**src/rtl/branch_pkg.sv**
```systemverilog
package branch_pkg;

  typedef enum logic [2:0] {
    OP_JREG = 3'd0,
    OP_JIMM = 3'd1,
    OP_JR0  = 3'd2,
    OP_JCNT = 3'd3,
    OP_CRST = 3'd4,
    OP_CINC = 3'd5,
    OP_CDEC = 3'd6,
    OP_NONE = 3'd7
  } brOp_e;

  typedef enum logic [1:0] {
    TGT_REG = 2'd0,
    TGT_IMM = 2'd1,
    TGT_REL = 2'd2
  } tgtSel_e;

  // comparator results produced by the datapath
  typedef struct packed {
    logic r0Eq;
    logic r0Lt;
    logic r0Gt;
    logic cntLt;
    logic cntEq;
  } brCmp_t;

  // strobes from control to datapath
  typedef struct packed {
    logic    update;
    logic    take;
    tgtSel_e tgtSel;
    logic    cntClr;
    logic    cntInc;
    logic    cntDec;
  } brCtl_t;

endpackage

```
**src/rtl/branch_ctrl.sv**
```systemverilog
module branch_ctrl
  import branch_pkg::*;
(
  input  logic       opValid,
  input  logic [2:0] opKind,
  input  logic [2:0] opCond,
  input  logic       aluZero,
  input  logic       aluOverflow,
  input  brCmp_t     cmp,
  output brCtl_t     ctl
);

  brOp_e kind;
  logic  absHit;
  logic  r0Hit;
  logic  cntHit;

  assign kind = brOp_e'(opKind);

  always_comb begin
    case (opCond)
      3'd0:    absHit = 1'b1;
      3'd1:    absHit = aluZero;
      3'd2:    absHit = aluOverflow;
      default: absHit = 1'b0;
    endcase
    case (opCond)
      3'd0:    r0Hit = cmp.r0Eq;
      3'd1:    r0Hit = cmp.r0Lt;
      3'd2:    r0Hit = cmp.r0Gt;
      default: r0Hit = 1'b0;
    endcase
    case (opCond)
      3'd0:    cntHit = cmp.cntLt;
      3'd1:    cntHit = cmp.cntLt | cmp.cntEq;
      3'd2:    cntHit = ~cmp.cntLt;
      default: cntHit = 1'b0;
    endcase
  end

  always_comb begin
    ctl        = '0;
    ctl.tgtSel = TGT_REG;
    ctl.update = opValid;
    if (opValid) begin
      case (kind)
        OP_JREG: begin ctl.tgtSel = TGT_REG; ctl.take = absHit; end
        OP_JIMM: begin ctl.tgtSel = TGT_IMM; ctl.take = absHit; end
        OP_JR0:  begin ctl.tgtSel = TGT_REL; ctl.take = r0Hit;  end
        OP_JCNT: begin ctl.tgtSel = TGT_REL; ctl.take = cntHit; end
        OP_CRST: ctl.cntClr = 1'b1;
        OP_CINC: ctl.cntInc = 1'b1;
        OP_CDEC: ctl.cntDec = 1'b1;
        default: ;
      endcase
    end
  end

endmodule

```
**src/rtl/branch_dp.sv**
```systemverilog
module branch_dp
  import branch_pkg::*;
#(
  parameter int PC_W   = 11,
  parameter int DATA_W = 16,
  parameter int CNT_W  = 8,
  parameter int STEP_W = 14
) (
  input  logic              clk,
  input  logic              rstN,
  input  brCtl_t            ctl,
  input  logic [PC_W+1:0]   immAddr,
  input  logic [STEP_W-1:0] relStep,
  input  logic [DATA_W-1:0] threshold,
  input  logic [CNT_W-1:0]  cntImm,
  input  logic [PC_W-1:0]   curPc,
  input  logic [DATA_W-1:0] r0Val,
  input  logic [DATA_W-1:0] regTarget,
  output brCmp_t            cmp,
  output logic [PC_W-1:0]   nextPc,
  output logic              taken,
  output logic [CNT_W-1:0]  stageCnt
);

  localparam int SW = STEP_W - 2;

  logic [SW-1:0]   stepWords;
  logic [PC_W-1:0] relOff;
  logic [PC_W-1:0] target;
  logic [PC_W-1:0] seqPc;
  logic [CNT_W-1:0] cntThr;
  logic unusedBits;

  assign stepWords = relStep[STEP_W-1:2];
  assign cntThr    = threshold[CNT_W-1:0];

  generate
    if (SW >= PC_W) begin : g_stepTrunc
      assign relOff = stepWords[PC_W-1:0];
    end else begin : g_stepExt
      assign relOff = {{(PC_W-SW){stepWords[SW-1]}}, stepWords};
    end
  endgenerate

  assign unusedBits = ^{immAddr[1:0], relStep[1:0], regTarget, threshold};

  assign cmp.r0Eq  = (r0Val == threshold);
  assign cmp.r0Lt  = (r0Val <  threshold);
  assign cmp.r0Gt  = (r0Val >  threshold);
  assign cmp.cntLt = (stageCnt <  cntThr);
  assign cmp.cntEq = (stageCnt == cntThr);

  assign seqPc = curPc + PC_W'(1);

  always_comb begin
    case (ctl.tgtSel)
      TGT_REG: target = regTarget[PC_W-1:0];
      TGT_IMM: target = immAddr[PC_W+1:2];
      default: target = curPc + relOff;
    endcase
  end

  always_ff @(posedge clk or negedge rstN) begin
    if (!rstN) begin
      stageCnt <= '0;
    end else if (ctl.cntClr) begin
      stageCnt <= '0;
    end else if (ctl.cntInc) begin
      stageCnt <= stageCnt + cntImm;
    end else if (ctl.cntDec) begin
      stageCnt <= stageCnt - cntImm;
    end
  end

  always_ff @(posedge clk or negedge rstN) begin
    if (!rstN) begin
      nextPc <= '0;
      taken  <= 1'b0;
    end else if (ctl.update) begin
      nextPc <= ctl.take ? target : seqPc;
      taken  <= ctl.take;
    end else begin
      taken  <= 1'b0;
    end
  end

endmodule

```
**src/rtl/branch_unit.sv**
```systemverilog
module branch_unit
  import branch_pkg::*;
#(
  parameter int PC_W   = 11,
  parameter int DATA_W = 16,
  parameter int CNT_W  = 8,
  parameter int STEP_W = 14
) (
  input  logic              clk,
  input  logic              rstN,
  input  logic              opValid,
  input  logic [2:0]        opKind,
  input  logic [2:0]        opCond,
  input  logic [PC_W+1:0]   immAddr,
  input  logic [STEP_W-1:0] relStep,
  input  logic [DATA_W-1:0] threshold,
  input  logic [CNT_W-1:0]  cntImm,
  input  logic [PC_W-1:0]   curPc,
  input  logic [DATA_W-1:0] r0Val,
  input  logic [DATA_W-1:0] regTarget,
  input  logic              aluZero,
  input  logic              aluOverflow,
  output logic [PC_W-1:0]   nextPc,
  output logic              taken,
  output logic [CNT_W-1:0]  stageCnt
);

  brCtl_t ctl;
  brCmp_t cmp;

  branch_ctrl u_ctrl (
    .opValid     (opValid),
    .opKind      (opKind),
    .opCond      (opCond),
    .aluZero     (aluZero),
    .aluOverflow (aluOverflow),
    .cmp         (cmp),
    .ctl         (ctl)
  );

  branch_dp #(
    .PC_W   (PC_W),
    .DATA_W (DATA_W),
    .CNT_W  (CNT_W),
    .STEP_W (STEP_W)
  ) u_dp (
    .clk       (clk),
    .rstN      (rstN),
    .ctl       (ctl),
    .immAddr   (immAddr),
    .relStep   (relStep),
    .threshold (threshold),
    .cntImm    (cntImm),
    .curPc     (curPc),
    .r0Val     (r0Val),
    .regTarget (regTarget),
    .cmp       (cmp),
    .nextPc    (nextPc),
    .taken     (taken),
    .stageCnt  (stageCnt)
  );

endmodule

```
**config.mk**
```make
export PLATFORM = sky130hd
export DESIGN_NAME = branch_unit
export DESIGN_NICKNAME = d
export VERILOG_FILES = /design/src/rtl/branch_pkg.sv /design/src/rtl/branch_ctrl.sv /design/src/rtl/branch_dp.sv /design/src/rtl/branch_unit.sv
export SDC_FILE = /design/constraint.sdc
export NUM_CORES = 1
export LEC_CHECK = 0
export ABC_AREA = 1
export ABC_CLOCK_PERIOD_IN_PS = 1900
export CAP_MARGIN = 0
export CORE_ASPECT_RATIO = 1.4
export CORE_MARGIN = 2
export CORE_UTILIZATION = 40
export DETAILED_ROUTE_END_ITERATION = 16
export PLACE_DENSITY = 0.79
export RECOVER_POWER = 100
export SLEW_MARGIN = 30
export SYNTH_ARGS = -nofsm -noshare
export SYNTH_HDL_FRONTEND = slang
export SYNTH_SLANG_ARGS = --single-unit
```
**constraint.sdc**
```tcl
create_clock -name clk -period 1.9 [get_ports clk]
set_clock_uncertainty 0.1 [all_clocks]
set_input_delay 0.285 -clock clk [delete_from_list [all_inputs] [get_ports clk]]
set_output_delay 0.285 -clock clk [all_outputs]
set_load 0.01 [all_outputs]
```
[After elaboration in Yosys (flattened, before gate mapping)]
Cells that the tools add are included.
Cells by class
  add/subtract/negate cells: 4
  order comparisons: 3
  eq/ne operators: 11
  multiplexer cells: 14
  bitwise gates (word level): 2
  reduce and logical (&&, ||, !) cells: 4
Operator list (number)
  8-bit two-way mux: 3
  11-bit one-hot mux with 2 select lines: 1
  16-bit equality test: 1
  16-bit greater-than comparator: 1
  16-bit less-than comparator: 1
  3-bit one-hot mux with 4 select lines: 1
  11-bit by 1-bit adder with 11-bit output, second input constant: 1
  11-bit adder: 1
  11-bit two-way mux: 1
  3-bit by 2-bit equality test with 1-bit output, second input constant: 3
  3-bit equality test, second input constant: 3
  1-bit one-hot mux with 3 select lines: 3
  8-bit adder: 1
  8-bit equality test: 1
  8-bit less-than comparator: 1
  8-bit subtractor: 1
  3-bit by 1-bit equality test with 1-bit output, second input constant: 2
  3-bit zero test: 2
  6-bit two-way mux: 1
  1-bit two-way mux: 4
  3-bit nonzero test: 1
  2-bit by 1-bit equality test with 1-bit output, second input constant: 1
  2-bit zero test: 1
  1-bit inverter: 1
  1-bit bitwise OR: 1
Word-level totals
  register bits: 20
  input bits: 105
  output and inout bits: 20
  logic and storage cells: 41

[Longest topological paths before layout]
  word-level depth: 8
  depth in mapped cells: 20
  gate-level depth less buffers: 20

[Modules after synthesis]
Synthesis repeated with hierarchy kept, for this count alone.
Second synthesis, totals
  cells, all modules: 459
  area, all modules: 2955.3 um^2
Modules (own cells, without submodules)
  branch_dp: times used 1, cells an instance 425, area an instance 2795.2 um^2, sequential area each 500.5 um^2
  branch_ctrl: times used 1, cells an instance 34, area an instance 160.2 um^2, sequential area each 0.0 um^2

[Worst setup path before layout]
Ideal clock, no wire load.
  kind: input port to flip-flop
  start: input opKind[0]
  end: register u_dp.stageCnt[6]
  setup time: 0.121 ns
  arrival time: 2.067 ns
  data required time: 1.679 ns
  setup slack: -0.387 ns
  cell stages on the path: 12
  buffers on the path: 0
  cells stage by stage: inv_1 -> nor2_1 -> nand2_1 -> o21ai_0 -> inv_1 -> fa_1 -> o21ai_0 -> nand2_1 -> nand2_1 -> a21oi_1 -> xnor2_1 -> a22o_1
On the way
  longest elaborated chain between the ends: 5
  elaborated cells between the ends (all ways): 10
  those cells by class: eq/ne (3); mux (6); reduce/logical (1)
RTL lines
  start: declaration: line branch_unit.sv:12  | input logic [2:0] opKind,
  3-bit equality test: line branch_ctrl.sv:46  | case (kind)
  1-bit two-way mux: line branch_ctrl.sv:46
  6-bit two-way mux *: line branch_ctrl.sv:45  | if (opValid) begin
  8-bit two-way mux: line branch_dp.sv:68  | end else if (ctl.cntInc) begin
  8-bit two-way mux: line branch_dp.sv:66  | end else if (ctl.cntClr) begin
  end signal: assignment: line branch_dp.sv:69  | stageCnt <= stageCnt + cntImm;
  end signal: assignment: line branch_dp.sv:71  | stageCnt <= stageCnt - cntImm;
  end: declaration: line branch_dp.sv:22  | output logic [CNT_W-1:0] stageCnt
Mark *: on every way between the ends. The rest lies on a longest branch, timed or not.
A chain may end at the register's enable or synchronous reset.

[Worst setup path after layout]
  start: register u_dp.stageCnt[3]
  end: register u_dp.nextPc[0]
On the way
  longest elaborated chain between the ends: 6
  elaborated cells between the ends (all ways): 8
  those cells by class: order compare (1); eq/ne (1); mux (4); bitwise (2)
RTL lines
  8-bit less-than comparator / 8-bit equality test (equally long branches): line branch_dp.sv:50, branch_dp.sv:51
  1-bit bitwise OR / 1-bit inverter (equally long branches): line branch_ctrl.sv:35, branch_ctrl.sv:36
  1-bit one-hot mux with 3 select lines *: line branch_ctrl.sv:33  | case (opCond)
  3-bit one-hot mux with 4 select lines *: line branch_ctrl.sv:46
  6-bit two-way mux *: line branch_ctrl.sv:45
  11-bit two-way mux *: line branch_dp.sv:80  | nextPc <= ctl.take ? target : seqPc;
  end signal: assignment: line branch_dp.sv:80
  end: declaration: line branch_dp.sv:20  | output logic [PC_W-1:0] nextPc,
Marks and branches as above.

==> impl_metrics.py <==
metrics = {
    "power_and_ir_drop": {
        "power.leakage_nw": 2.91,
        "p_int_mw": 2.11,
        "clkPwrFrac": 0.096,
        "power.switching_mw": 1.49,
        "netSwitchingFraction": 0.414,
        "seq_power_share": 0.168,
        "ir_worst_vdd_uv": 369,
        "power.density_nw_per_um2": 615,
        "pwr-share-comb": 0.736,
        "fin_total_pwr_mw": 3.60,
    },
    "layout": {
        "syn_to_final_growth_pct": 99.1,
        "nets": 826,
        "layout_common_cells": "nand2_1, buf_4, clkdlybuf4s50_1, inv_1, dlygate4sd2_1",
        "layout-drive-gt1-share": 0.404,
        "fillers": 483,
        "antenna_cells": 0,
        "stdcell_count": 772,
        "final_core_util": 0.811,
    },
    "floorplan": {
        "ioPinCount": 125,
        "die_h_um": 105,
        "num_rows": 37,
        "dieArea_um2": 8070,
        "start_util": 0.407,
        "die_x_um": 76.5,
        "core-area_um2": 7220,
    },
    "placed_design": {
        "post-place-ws_ns": -0.933,
        "gp_congestion": 0.995,
        "hpwl_mm": 8.52,
        "placed_cells": 744,
        "portBuffers": 114,
    },
    "clock_network": {
        "tritoncts": "yes",
        "cts.sinks": 20,
        "root_buffer": "clkbuf_8",
        "cts_buffers": 3,
        "clkLatencyLatePin_ns": 0.27,
        "clk_path_buf_depth": 2,
        "cts_max_level": 1,
        "cts_hold_buf": 0,
        "clk_pin_slew_ns": 0.09,
    },
    "sta": {
        "setup_tns_ns": -2.89,
        "setup_violations": 15,
        "fin_ws_ns": -0.252,
        "min_period_ns": 2.15,
        "max_slew_margin": 0.162,
        "worst_pin_slew_ns": 1.26,
        "maxSlewViolCount": 0,
        "hold_viol": 0,
        "final.period_utilization": 1.13,
        "rsz0062_at_grt": "yes",
        "fmax_mhz": 465,
    },
    "grt": {
        "grt_first_pass_wirelength_mm": 18.0,
        "track_usage": 0.274,
        "globalRoute.totalOverflow": 0,
        "antenna_found_initial": 0,
        "grt_max_degree": 21,
        "first_global_vias": 4103,
    },
    "run": {
        "drv_cap": 0,
    },
    "yosys": {
        "synthesis.area_um2": 2940,
        "synth_edf_count": 0,
        "ys_seq_area_frac": 0.170,
        "synth-async-reset-ratio": 1.00,
        "synth-seq-cells": 20,
        "syn_nets": 597,
        "synth.top_cell.area_share": 0.183,
        "synth_cell_type_count": 37,
        "yosys-top-cells-area": "ha_1, dfrtp_1, nand2_1",
        "synth_ff_type": "dfrtp_1",
        "syn_avg_cell_area_um2": 6.58,
        "synthCells": 447,
        "ys_warn_count": 0,
        "yosys.area.top_type": "ha_1",
    },
    "route": {
        "dr.pass1.iters": 5,
        "vias": 3959,
        "drt_wl_total_mm": 12.2,
        "route.detailed.drc": 0,
        "ant_nets": 0,
        "viasPerCell": 5.13,
        "drt_iter0_markers": 149,
        "avgRoutedWirePerCell_um": 15.8,
    },
    "critical_path": {
        "cp_max_fo": 6,
        "reg2regPathDepth": 15,
        "endpoint_kind": "flip-flop",
        "critical_path_class": "flip-flop to flip-flop",
        "r2r-start": "u_dp.stageCnt[3]$_DFFE_PN0P_",
        "critPathLaunch": "u_dp.stageCnt[3]$_DFFE_PN0P_",
        "start_kind": "flip-flop",
        "r2r-end": "u_dp.nextPc[0]$_DFFE_PN0P_",
        "r2r_setup_slack_ns": -0.25,
        "required_ns": 1.95,
        "cp_data_arrival_time_ns": 2.20,
    },
    "outcome": {
        "outcome": "finished with violations",
        "violations": "setup timing",
    },
    "worst_hold_path": {
        "whs_endpoint": "u_dp.nextPc[7]$_DFFE_PN0P_",
        "hold_depth": 2,
        "min-delay-start": "u_dp.nextPc[7]$_DFFE_PN0P_",
        "min_path_type": "flip-flop to flip-flop",
    },
}
[what timing repair did]
item / CTS / global route
pin swaps: 87 / 61
setup buffers: 16 / 8
gates cloned: 1 / 0
resized for setup: 177 / 69
setup endpoints to repair: 19 / 18
[stage by stage]
step,instance area (µm²),hold slack (ns)
floorplan,2980,-0.111
global route,5860,0.421
global placement,4900,0.374
detailed placement,4900,0.367
CTS,5510,0.277
finish,5860,0.377
[power by group through the flow]
stage	registers [mW]	logic, mW	clock network [mW]
after floorplan	0.659	0.857	0
after global placement	0.583	1.82	0
after detailed placement	0.589	1.89	0
after CTS	0.598	2.24	0.345
after global routing	0.615	2.85	0.359
final	0.606	2.65	0.345
[area by class of cell]
cell class | instances | area, µm² | area share
repair buffers | 226 | 1980 | 0.338
clock buffers | 4 | 55.1 | 0.00940
multi-input cells | 352 | 2910 | 0.496
inverters | 73 | 292 | 0.0498
flip-flops and latches | 20 | 502 | 0.0857
well taps | 97 | 121 | 0.0207
[critical path, stage by stage (launching register included)]
cell and delay [ns]:
dfrtp_1 0.44, ha_4 0.30, nand2_1 0.07, inv_2 0.07, nand2_2 0.05, nand2_2 0.06
nand2_2 0.07, nand2_2 0.07, nand2_1 0.06, nand2_1 0.06, nand2_1 0.07, a21oi_2 0.18
nand2_4 0.11, nand2_8 0.13, buf_12 0.14, o211ai_2 0.07
[kinds of logic after synthesis]
logic type                 share of synthesized area
buffers and inverters                          0.103
adders and majority gates                      0.197
xor gates and xnor gates                      0.0566
and+or+nand+nor                                0.302
AOI/OAI and AO/OA                              0.171
DFF                                            0.170
[synthesized netlist by cell type (4+ instances only)]
cell	number
a21oi_1	29
a22oi_1	6
a31oi_1	5
dfrtp_1	20
ha_1	43
inv_1	67
inv_2	6
nand2_1	127
nand2_2	4
nand3_1	20
nand4_1	4
nor2_1	32
nor2_2	6
nor3_1	7
o21ai_0	22
xnor2_1	6
xor2_1	13
[metal layers]
metal  global-route usage  vias up  wire, µm
li1                     -     1924         -
met1                0.273     1834      4230
met2                0.552      162      6890
met3               0.0257       39       525
met4                0.132        0       550
met5                    0        -         0
[worst max path at each step]
stage	end	slack, ns	depth (start not counted)
after floorplan	u_dp.nextPc[9]$_DFFE_PN0P_	-0.11	15
after global placement	u_dp.stageCnt[6]$_DFFE_PN0P_	-0.81	15
after detailed placement	u_dp.stageCnt[6]$_DFFE_PN0P_	-0.93	15
after CTS	u_dp.nextPc[10]$_DFFE_PN0P_	-0.16	15
after global routing	u_dp.nextPc[10]$_DFFE_PN0P_	-0.36	17
final	u_dp.nextPc[0]$_DFFE_PN0P_	-0.25	15
[sequential cells by signal, indices dropped and copies added, names as in the netlist]
name / count
u_dp.taken: 1
u_dp.nextPc: 11
u_dp.stageCnt: 8
Note: power is estimated with default switching activity, not from simulation.
